<file path="src/rtl/dma_irq_pkg.sv">
package dma_irq_pkg;
    // byte offsets inside the register window
    localparam int unsigned OFS_CMD  = 32'h00;
    localparam int unsigned OFS_WBC  = 32'h10;
    localparam int unsigned OFS_STAT = 32'h14;
    localparam int unsigned OFS_BIU  = 32'h30;

    // bit positions
    localparam int unsigned ST_ERR     = 0;
    localparam int unsigned ST_ABT     = 1;
    localparam int unsigned ST_DONE    = 3;
    localparam int unsigned ST_SCSI    = 4;
    localparam int unsigned CMD_DIE    = 7;
    localparam int unsigned BIU_STMODE = 24;

    typedef struct packed {
        logic scsi;
        logic done;
        logic abrt;
        logic err;
    } stat_t;
endpackage

</file>
<file path="src/rtl/dma_stat_reg.sv">
module dma_stat_reg
    import dma_irq_pkg::*;
(
    input  logic  clk,
    input  logic  rst_n,
    input  logic  scsi_lvl,
    input  logic  set_err,
    input  logic  set_abt,
    input  logic  set_done,
    input  logic  clr_err,
    input  logic  clr_abt,
    input  logic  clr_done,
    output stat_t stat_o
);
    stat_t st_d, st_q;

    always_comb begin
        st_d      = st_q;
        st_d.scsi = scsi_lvl;
        // clears first so that a simultaneous set overrides them
        if (clr_err)  st_d.err  = 1'b0;
        if (clr_abt)  st_d.abrt = 1'b0;
        if (clr_done) st_d.done = 1'b0;
        if (set_err)  st_d.err  = 1'b1;
        if (set_abt)  st_d.abrt = 1'b1;
        if (set_done) st_d.done = 1'b1;
    end

    always_ff @(posedge clk or negedge rst_n) begin
        if (!rst_n) st_q <= '0;
        else        st_q <= st_d;
    end

    assign stat_o = st_q;


    scsi_follow_chk: assert property (@(posedge clk) disable iff (!rst_n)
        1'b1 |=> (st_q.scsi == $past(scsi_lvl)));

    done_wins_chk: assert property (@(posedge clk) disable iff (!rst_n)
        set_done |=> st_q.done);

    err_set_chk: assert property (@(posedge clk) disable iff (!rst_n)
        (set_err && set_abt) |=> (st_q.err && st_q.abrt));
endmodule

</file>
<file path="src/rtl/dma_cfg_regs.sv">
module dma_cfg_regs #(
    parameter int unsigned DATA_W = 32
) (
    input  logic              clk,
    input  logic              rst_n,
    input  logic              wr_cmd,
    input  logic              wr_wbc,
    input  logic              wr_biu,
    input  logic [DATA_W-1:0] wdata,
    input  logic              zero_wbc,
    output logic [DATA_W-1:0] cmd_o,
    output logic [DATA_W-1:0] wbc_o,
    output logic [DATA_W-1:0] biu_o
);
    typedef struct packed {
        logic [DATA_W-1:0] cmd;
        logic [DATA_W-1:0] wbc;
        logic [DATA_W-1:0] biu;
    } cfg_t;

    cfg_t cfg_d, cfg_q;

    always_comb begin
        cfg_d = cfg_q;
        if (wr_cmd)   cfg_d.cmd = wdata;
        if (wr_biu)   cfg_d.biu = wdata;
        if (wr_wbc)   cfg_d.wbc = wdata;
        if (zero_wbc) cfg_d.wbc = '0;
    end

    always_ff @(posedge clk or negedge rst_n) begin
        if (!rst_n) cfg_q <= '0;
        else        cfg_q <= cfg_d;
    end

    assign cmd_o = cfg_q.cmd;
    assign wbc_o = cfg_q.wbc;
    assign biu_o = cfg_q.biu;


    wbc_zero_chk: assert property (@(posedge clk) disable iff (!rst_n)
        zero_wbc |=> (cfg_q.wbc == '0));

    cmd_load_chk: assert property (@(posedge clk) disable iff (!rst_n)
        wr_cmd |=> (cfg_q.cmd == $past(wdata)));
endmodule

</file>
<file path="src/rtl/dma_irq_merge.sv">
module dma_irq_merge (
    input  logic scsi_flag,
    input  logic done_flag,
    input  logic done_en,
    output logic irq
);
    logic dma_lvl;

    always_comb begin
        dma_lvl = done_flag & done_en;
        irq     = scsi_flag | dma_lvl;
    end
endmodule

</file>
<file path="src/rtl/dma_irq_regs.sv">
module dma_irq_regs
    import dma_irq_pkg::*;
#(
    parameter int unsigned DATA_W = 32,
    parameter int unsigned ADDR_W = 7
) (
    input  logic              clk,
    input  logic              rst_n,
    input  logic              reg_wr,
    input  logic              reg_rd,
    input  logic [ADDR_W-1:0] reg_addr,
    input  logic [DATA_W-1:0] reg_wdata,
    output logic [DATA_W-1:0] reg_rdata,
    input  logic              scsi_irq_in,
    input  logic              xfer_done,
    input  logic              xfer_err,
    input  logic              xfer_abort,
    output logic              irq_out
);
    localparam int unsigned WORD_W = ADDR_W - 2;
    localparam logic [WORD_W-1:0] W_CMD  = WORD_W'(OFS_CMD  >> 2);
    localparam logic [WORD_W-1:0] W_WBC  = WORD_W'(OFS_WBC  >> 2);
    localparam logic [WORD_W-1:0] W_STAT = WORD_W'(OFS_STAT >> 2);
    localparam logic [WORD_W-1:0] W_BIU  = WORD_W'(OFS_BIU  >> 2);

    logic [WORD_W-1:0] word;
    logic              aligned;
    logic              hit_cmd, hit_wbc, hit_stat, hit_biu;
    logic              rd_clr, stmode;
    logic [DATA_W-1:0] cmd_q, wbc_q, biu_q, stat_word;
    stat_t             stat;

    always_comb begin
        word     = reg_addr[ADDR_W-1:2];
        aligned  = (reg_addr[1:0] == 2'b00);
        hit_cmd  = aligned && (word == W_CMD);
        hit_wbc  = aligned && (word == W_WBC);
        hit_stat = aligned && (word == W_STAT);
        hit_biu  = aligned && (word == W_BIU);
        stmode   = biu_q[BIU_STMODE];
        rd_clr   = reg_rd && hit_stat && !stmode;
    end

    dma_stat_reg u_stat (
        .clk      (clk),
        .rst_n    (rst_n),
        .scsi_lvl (scsi_irq_in),
        .set_err  (xfer_err),
        .set_abt  (xfer_abort),
        .set_done (xfer_done),
        .clr_err  (rd_clr || (reg_wr && hit_stat && reg_wdata[ST_ERR])),
        .clr_abt  (rd_clr || (reg_wr && hit_stat && reg_wdata[ST_ABT])),
        .clr_done (rd_clr || (reg_wr && hit_stat && reg_wdata[ST_DONE])),
        .stat_o   (stat)
    );

    dma_cfg_regs #(.DATA_W(DATA_W)) u_cfg (
        .clk      (clk),
        .rst_n    (rst_n),
        .wr_cmd   (reg_wr && hit_cmd),
        .wr_wbc   (reg_wr && hit_wbc),
        .wr_biu   (reg_wr && hit_biu),
        .wdata    (reg_wdata),
        .zero_wbc (xfer_done),
        .cmd_o    (cmd_q),
        .wbc_o    (wbc_q),
        .biu_o    (biu_q)
    );

    dma_irq_merge u_merge (
        .scsi_flag (stat.scsi),
        .done_flag (stat.done),
        .done_en   (cmd_q[CMD_DIE]),
        .irq       (irq_out)
    );

    always_comb begin
        stat_word          = '0;
        stat_word[ST_ERR]  = stat.err;
        stat_word[ST_ABT]  = stat.abrt;
        stat_word[ST_DONE] = stat.done;
        stat_word[ST_SCSI] = stat.scsi;
    end

    // read path
    logic [DATA_W-1:0] rdata_d, rdata_q;

    always_comb begin
        rdata_d = rdata_q;
        if (reg_rd) begin
            rdata_d = '0;
            if (hit_cmd)  rdata_d = cmd_q;
            if (hit_wbc)  rdata_d = wbc_q;
            if (hit_stat) rdata_d = stat_word;
            if (hit_biu)  rdata_d = biu_q;
        end
    end

    always_ff @(posedge clk or negedge rst_n) begin
        if (!rst_n) rdata_q <= '0;
        else        rdata_q <= rdata_d;
    end

    assign reg_rdata = rdata_q;


    always_comb begin
        if (!rst_n) begin
            irq_rst_chk: assert (!irq_out);
        end
    end

    gate_done_chk: assert property (@(posedge clk) disable iff (!rst_n)
        (!cmd_q[CMD_DIE] && !stat.scsi) |-> !irq_out);

    scsi_pass_chk: assert property (@(posedge clk) disable iff (!rst_n)
        stat.scsi |-> irq_out);

    rd_clear_chk: assert property (@(posedge clk) disable iff (!rst_n)
        (rd_clr && !xfer_done && !xfer_err && !xfer_abort)
        |=> (!stat.done && !stat.err && !stat.abrt));

    w1c_keep_chk: assert property (@(posedge clk) disable iff (!rst_n)
        (reg_wr && hit_stat && !reg_wdata[ST_DONE] && !rd_clr)
        |=> (stat.done || !$past(stat.done)));

    rd_cmd_chk: assert property (@(posedge clk) disable iff (!rst_n)
        (reg_rd && hit_cmd) |=> (reg_rdata == $past(cmd_q)));
endmodule

</file>
<file path="config.mk">
export PLATFORM = sky130hd
export DESIGN_NAME = dma_irq_regs
export DESIGN_NICKNAME = d
export VERILOG_FILES = /design/src/rtl/dma_irq_pkg.sv /design/src/rtl/dma_stat_reg.sv /design/src/rtl/dma_cfg_regs.sv /design/src/rtl/dma_irq_merge.sv /design/src/rtl/dma_irq_regs.sv
export SDC_FILE = /design/constraint.sdc
export NUM_CORES = 1
export LEC_CHECK = 0
export ABC_AREA = 1
export BUFFER_PORTS_ARGS = -buffer_cell sky130_fd_sc_hd__buf_4
export CORE_UTILIZATION = 30
export CTS_CLUSTER_DIAMETER = 40
export CTS_CLUSTER_SIZE = 16
export DETAILED_ROUTE_END_ITERATION = 12
export GPL_ROUTABILITY_DRIVEN = 0
export SKIP_CTS_REPAIR_TIMING = 1
export SYNTH_ARGS = -nofsm -noshare
export SYNTH_HDL_FRONTEND = slang
export SYNTH_SLANG_ARGS = --single-unit
</file>
<file path="constraint.sdc">
create_clock -name clk -period 3 [get_ports clk]
set_input_delay 0.3 -clock clk [delete_from_list [all_inputs] [get_ports clk]]
set_output_delay 0.3 -clock clk [all_outputs]
set_load 0.01 [all_outputs]
</file>
== Word level (Yosys, flattened, before mapping) ==
Index checks and enable logic that the tools add are counted.
Widths: inputs -> output; s select.

* Bitwise gates (word level): 2
* Reductions and logical operators: 23
* Mux-type cells: 12
* Equal/unequal tests: 3

{| class="wikitable"
|+ Operator list
! operator !! number
|-
| $mux 32 || 6
|-
| $logic_and 1x1->1 || 13
|-
| $eq 5x3->1 const B || 2
|-
| $reduce_bool 2->1 || 4
|-
| $mux 1 || 6
|-
| $eq 5x4->1 const B || 1
|-
| $logic_not 5->1 || 1
|-
| $logic_or 1x1->1 || 3
|-
| $logic_not 2->1 || 1
|-
| $and 1x1->1 || 1
|-
| $logic_not 1->1 || 1
|-
| $or 1x1->1 || 1
|}

* Bits in registers: 132
* Word-level logic and storage cells: 48

== Logic depth before layout (Yosys ltp) ==
* Depth in word-level cells: 7
* Depth in mapped cells: 10
* Mapped depth without buffers: 9

== Modules after synthesis ==
Synthesis repeated with hierarchy kept, for this count alone.

* Cells, all modules: 760
* Area total of the unflattened synthesis: 6281.0 sq um

{| class="wikitable"
|+ By module, submodules not included
! module !! area an instance (sq um) !! sequential area each (sq um) !! cells an instance !! instances
|-
| dma_cfg_regs || 3823.7 || 2402.3 || 410 || 1
|-
| dma_irq_regs || 2301.0 || 800.8 || 331 || 1
|-
| dma_stat_reg || 145.1 || 100.1 || 16 || 1
|-
| dma_irq_merge || 11.3 || 0.0 || 3 || 1
|}

== Worst setup path after synthesis ==
Ideal clock, no wire load.

* Path type: input-to-reg
* From: input port reg_addr[3]
* To: register u_cfg.cfg_q, in the netlist u_cfg.biu_o[23]
* Setup slack: 1784 ps
* Cell stages on the path: 9
* Arrival time: 1099 ps
* Path through: inv_2 nand2_2 nor2_4 nand2_4 inv_6 nand2_8 buf_6 nand2_1 o21ai_2

* Cells in the longest elaborated chain, start to end: 3

{| class="wikitable"
|+ RTL lines
! element !! line !! source
|-
| from (decl) || dma_irq_regs.sv:11 || <nowiki>input logic [ADDR_W-1:0] reg_addr,</nowiki>
|-
| $eq 5x4->1 || dma_irq_regs.sv:39 || <nowiki>hit_biu = aligned && (word == W_BIU);</nowiki>
|-
| $logic_and 1x1->1 || dma_irq_regs.sv:39 ||
|-
| $logic_and 1x1->1 || dma_irq_regs.sv:62 || <nowiki>.wr_biu (reg_wr && hit_biu),</nowiki>
|-
| to (signal assigned) || dma_cfg_regs.sv:33 || <nowiki>else cfg_q <= cfg_d;</nowiki>
|-
| to (decl) || dma_cfg_regs.sv:21 || <nowiki>cfg_t cfg_d, cfg_q;</nowiki>
|}

Every way passes these cells.
A chain may end at the register's enable or synchronous reset.

== Worst setup path in the final report ==
* From: input port reg_addr[3]
* To: register u_cfg.cfg_q, in the netlist u_cfg.cmd_o[12]

* Cells in the longest elaborated chain, start to end: 3

{| class="wikitable"
|+ RTL lines
! element !! line !! source
|-
| $logic_not 5->1 || dma_irq_regs.sv:36 || <nowiki>hit_cmd = aligned && (word == W_CMD);</nowiki>
|-
| $logic_and 1x1->1 || dma_irq_regs.sv:36 ||
|-
| $logic_and 1x1->1 || dma_irq_regs.sv:60 || <nowiki>.wr_cmd (reg_wr && hit_cmd),</nowiki>
|}

Every way passes these cells.

==> results.json <==
{
  "wl_um": 15700,
  "worstRegToRegCells": 5,
  "status": "finished, final reports clean",
  "grt_start_max_net_pins": 65,
  "critPathCapture": "u_cfg.cmd_o[12]$_DFFE_PN0P_",
  "cp_data_arrival_time_ns": 2.10,
  "floorplan.die.height_um": 143,
  "clock_sink_count": 132,
  "layout.cells.most_common_list": "283 x sky130_fd_sc_hd__nand2_1, 132 x sky130_fd_sc_hd__dfrtp_1, 109 x sky130_fd_sc_hd__nand3_1",
  "ctsHtreeMaxLevel": 4,
  "dr_total_vias": 4879,
  "insertedDiodeCount": 0,
  "cap_violations": 0,
  "worst_setup_hold_path_clk_slew_ns": 0.05,
  "timing.critical_path.max_delay_family": "simple AND/OR/NAND/NOR gates",
  "critical_path_buf_inv_count": 2,
  "setup_viol_count_final": 0,
  "initial_antenna_violation_count": 0,
  "dr_vias_cell": 4.62,
  "yosys.area.top_type_share": 0.550,
  "synth_largest_area_cell": "sky130_fd_sc_hd__dfrtp_1",
  "worst-endpoint-required_ns": 3.30,
  "skew_ns": 0.0108,
  "synth.lib_cells_used.distinct": 26,
  "worst-setup-path-type": "in2reg",
  "finalCritPeriodShare": 0.601,
  "start_util": 0.308,
  "worstSkewPairLatency_ns": 0.42,
  "ant_nets": 0,
  "tritoncts": "built",
  "core_area_um2": 19500,
  "die_w_um": 143,
  "critical_path.startpoint_type": "input pin",
  "totalPowerFinal_mw": 4.48,
  "finish.net_count": 825,
  "hold_viol_final": 0,
  "cts_made_buffers": 17,
  "slew-limit-headroom": 0.411,
  "drc_violations_left": 0,
  "number_of_warnings_issued_by_yosys": 0,
  "worst-slew-pin-transition_ns": 0.882,
  "cp_max_fo": 64,
  "cp-startpoint": "reg_addr[3]",
  "placement.io_buffers": 79,
  "cp_slowest_stage_delay_ns": 0.66,
  "rsz0062_at_grt": "no",
  "worst_path_max_delay_cell": "sky130_fd_sc_hd__nand3_4",
  "first_global_vias": 4826,
  "netlist_instances": 710,
  "capture_instance_of_the_worst_register_to_register_path": "reg_rdata[3]$_DFFE_PN0P_",
  "final-max-slew-violation-count": 0,
  "synthTopCellsByArea": "sky130_fd_sc_hd__dfrtp_1 55%, sky130_fd_sc_hd__nand2_1 18%, sky130_fd_sc_hd__nand3_1 9.1%",
  "drt_wl_cell_um": 14.9,
  "grt_first_pass_wirelength_um": 25700,
  "drt_iter0_drc": 413,
  "synthToLayoutAreaGrowth_pct": 23.8,
  "num-fill-cells": 2055,
  "worst_ir_drop_vdd_mv": 0.397,
  "synth_seq_area_share": 0.550,
  "crit_path_end_kind": "flop",
  "die_area_um2": 20600,
  "io-pin-count": 80,
  "hold_path_startpoint": "xfer_abort",
  "post-dp-hpwl_um": 9540,
  "bufs_on_longest_clock_path": 2,
  "r2r_start": "u_cfg.cmd_o[3]$_DFFE_PN0P_",
  "mostFrequentLayoutCell": "sky130_fd_sc_hd__nand2_1",
  "synth_nets": 757,
  "worst_hold_path_type": "in2reg",
  "worstPathCellList": "buf_4 > inv_2 > nand2_2 > nor2_4 > nand3_4 > o21ai_0",
  "drtPass1Iterations": 5,
  "synth_area_per_cell_um2": 8.46,
  "power_per_cell_area_nw_per_um2": 603,
  "layout-drive-gt1-share": 0.206,
  "r2r_setup_slack_ns": 1.97,
  "cp.depth": 6,
  "power.static_leakage_nw": 3.91,
  "fp-row-count": 51,
  "global_route.usage.total": 0.163,
  "syn-cell-area_um2": 6010,
  "timing.fmax_mhz": 555,
  "fin_setup_tns_ns": 0,
  "yosys_register_bits": 132,
  "grt.overflow.total": 0,
  "min_tclk_post_route_ns": 1.80,
  "clk_root_buffer_cell": "sky130_fd_sc_hd__clkbuf_16"
}
## cell families after synthesis
kind of cell | after synthesis | synth area share
flops | 132 | 0.550
buf+inv | 87 | 0.0717
simple gates | 424 | 0.304
compound gates | 67 | 0.0742
## state kept, by name, summed over array words and instances (netlist names)
register,count
u_stat.stat_o,4
reg_rdata,32
u_cfg.biu_o,32
u_cfg.cmd_o,32
u_cfg.wbc_o,32
## cell usage after synthesis
| cell | n |
|---|---|
| sky130_fd_sc_hd__nand2_2 | 1 |
| sky130_fd_sc_hd__o21ai_2 | 28 |
| sky130_fd_sc_hd__inv_6 | 1 |
| sky130_fd_sc_hd__buf_6 | 11 |
| sky130_fd_sc_hd__o211ai_1 | 1 |
| sky130_fd_sc_hd__buf_1 | 6 |
| sky130_fd_sc_hd__nand3_1 | 109 |
| sky130_fd_sc_hd__nor2_1 | 18 |
| sky130_fd_sc_hd__a21o_1 | 1 |
| sky130_fd_sc_hd__o21ai_1 | 12 |
| sky130_fd_sc_hd__nand2_8 | 1 |
| sky130_fd_sc_hd__nand3_2 | 1 |
| sky130_fd_sc_hd__nand4_1 | 1 |
| sky130_fd_sc_hd__or2_2 | 1 |
| sky130_fd_sc_hd__inv_2 | 4 |
| sky130_fd_sc_hd__clkbuf_2 | 1 |
| sky130_fd_sc_hd__nor2_4 | 5 |
| sky130_fd_sc_hd__nand2_1 | 283 |
| sky130_fd_sc_hd__and2_1 | 1 |
| sky130_fd_sc_hd__nand3_4 | 1 |
| sky130_fd_sc_hd__buf_2 | 12 |
| sky130_fd_sc_hd__nand2_4 | 2 |
| sky130_fd_sc_hd__clkbuf_1 | 10 |
| sky130_fd_sc_hd__dfrtp_1 | 132 |
| sky130_fd_sc_hd__inv_1 | 42 |
| sky130_fd_sc_hd__o21ai_0 | 25 |
## tightest hold or removal path, stage by stage
cell and delay (ns):
sky130_fd_sc_hd__buf_4 0.08, sky130_fd_sc_hd__inv_1 0.03, sky130_fd_sc_hd__nand2_1 0.05
## how the worst min path moves through the flow
stage	end	cells past startpoint
floorplan	reg_rdata[0]$_DFFE_PN0P_	0
global placement	reg_rdata[7]$_DFFE_PN0P_	1
detailed placement	reg_rdata[7]$_DFFE_PN0P_	1
CTS	reg_rdata[7]$_DFFE_PN0P_	1
global route	u_stat.stat_o[0]$_DFFE_PN0P_	3
finish	u_stat.stat_o[1]$_DFFE_PN0P_	3
## power by group
part           total [mW]  switching [mW]  internal, mW
clock                2.30           0.780          1.52
combinational       0.284           0.177         0.107
sequential           1.90          0.0417          1.86
## layer usage
layer  track usage  wire, µm  share of wire  vias up
met2         0.256      7360           0.47      137
met3        0.0380       827          0.053        9
met4        0.0465       129         0.0082        0
met1         0.224      7430           0.47     2344
met5             0         0              0        -
li1              -         -              -     2389
## per-stage QoR
stage               instance area, µm²  hold WS [ns]   util  cells  worst slack (ns)
floorplan                         6010       0.00441      -    710              1.78
global placement                  6760         0.215  0.346   1022             0.788
detailed placement                6760         0.214  0.346   1022             0.736
CTS                               7420        -0.223  0.380   1054              1.14
global route                      7440        0.0658  0.381   1056             0.998
finish                            7440        0.0732  0.381   1056              1.20
## final cells by class
class,count,area (µm²),area share
clock buffers,20,457,0.0614
clock inverters,12,203,0.0273
inverters,47,181,0.0244
multi-input cells,491,2270,0.306
flip-flops and latches,132,3300,0.444
well taps,265,332,0.0446
repair buffers,89,689,0.0927
(Power assumes the default switching activity.)
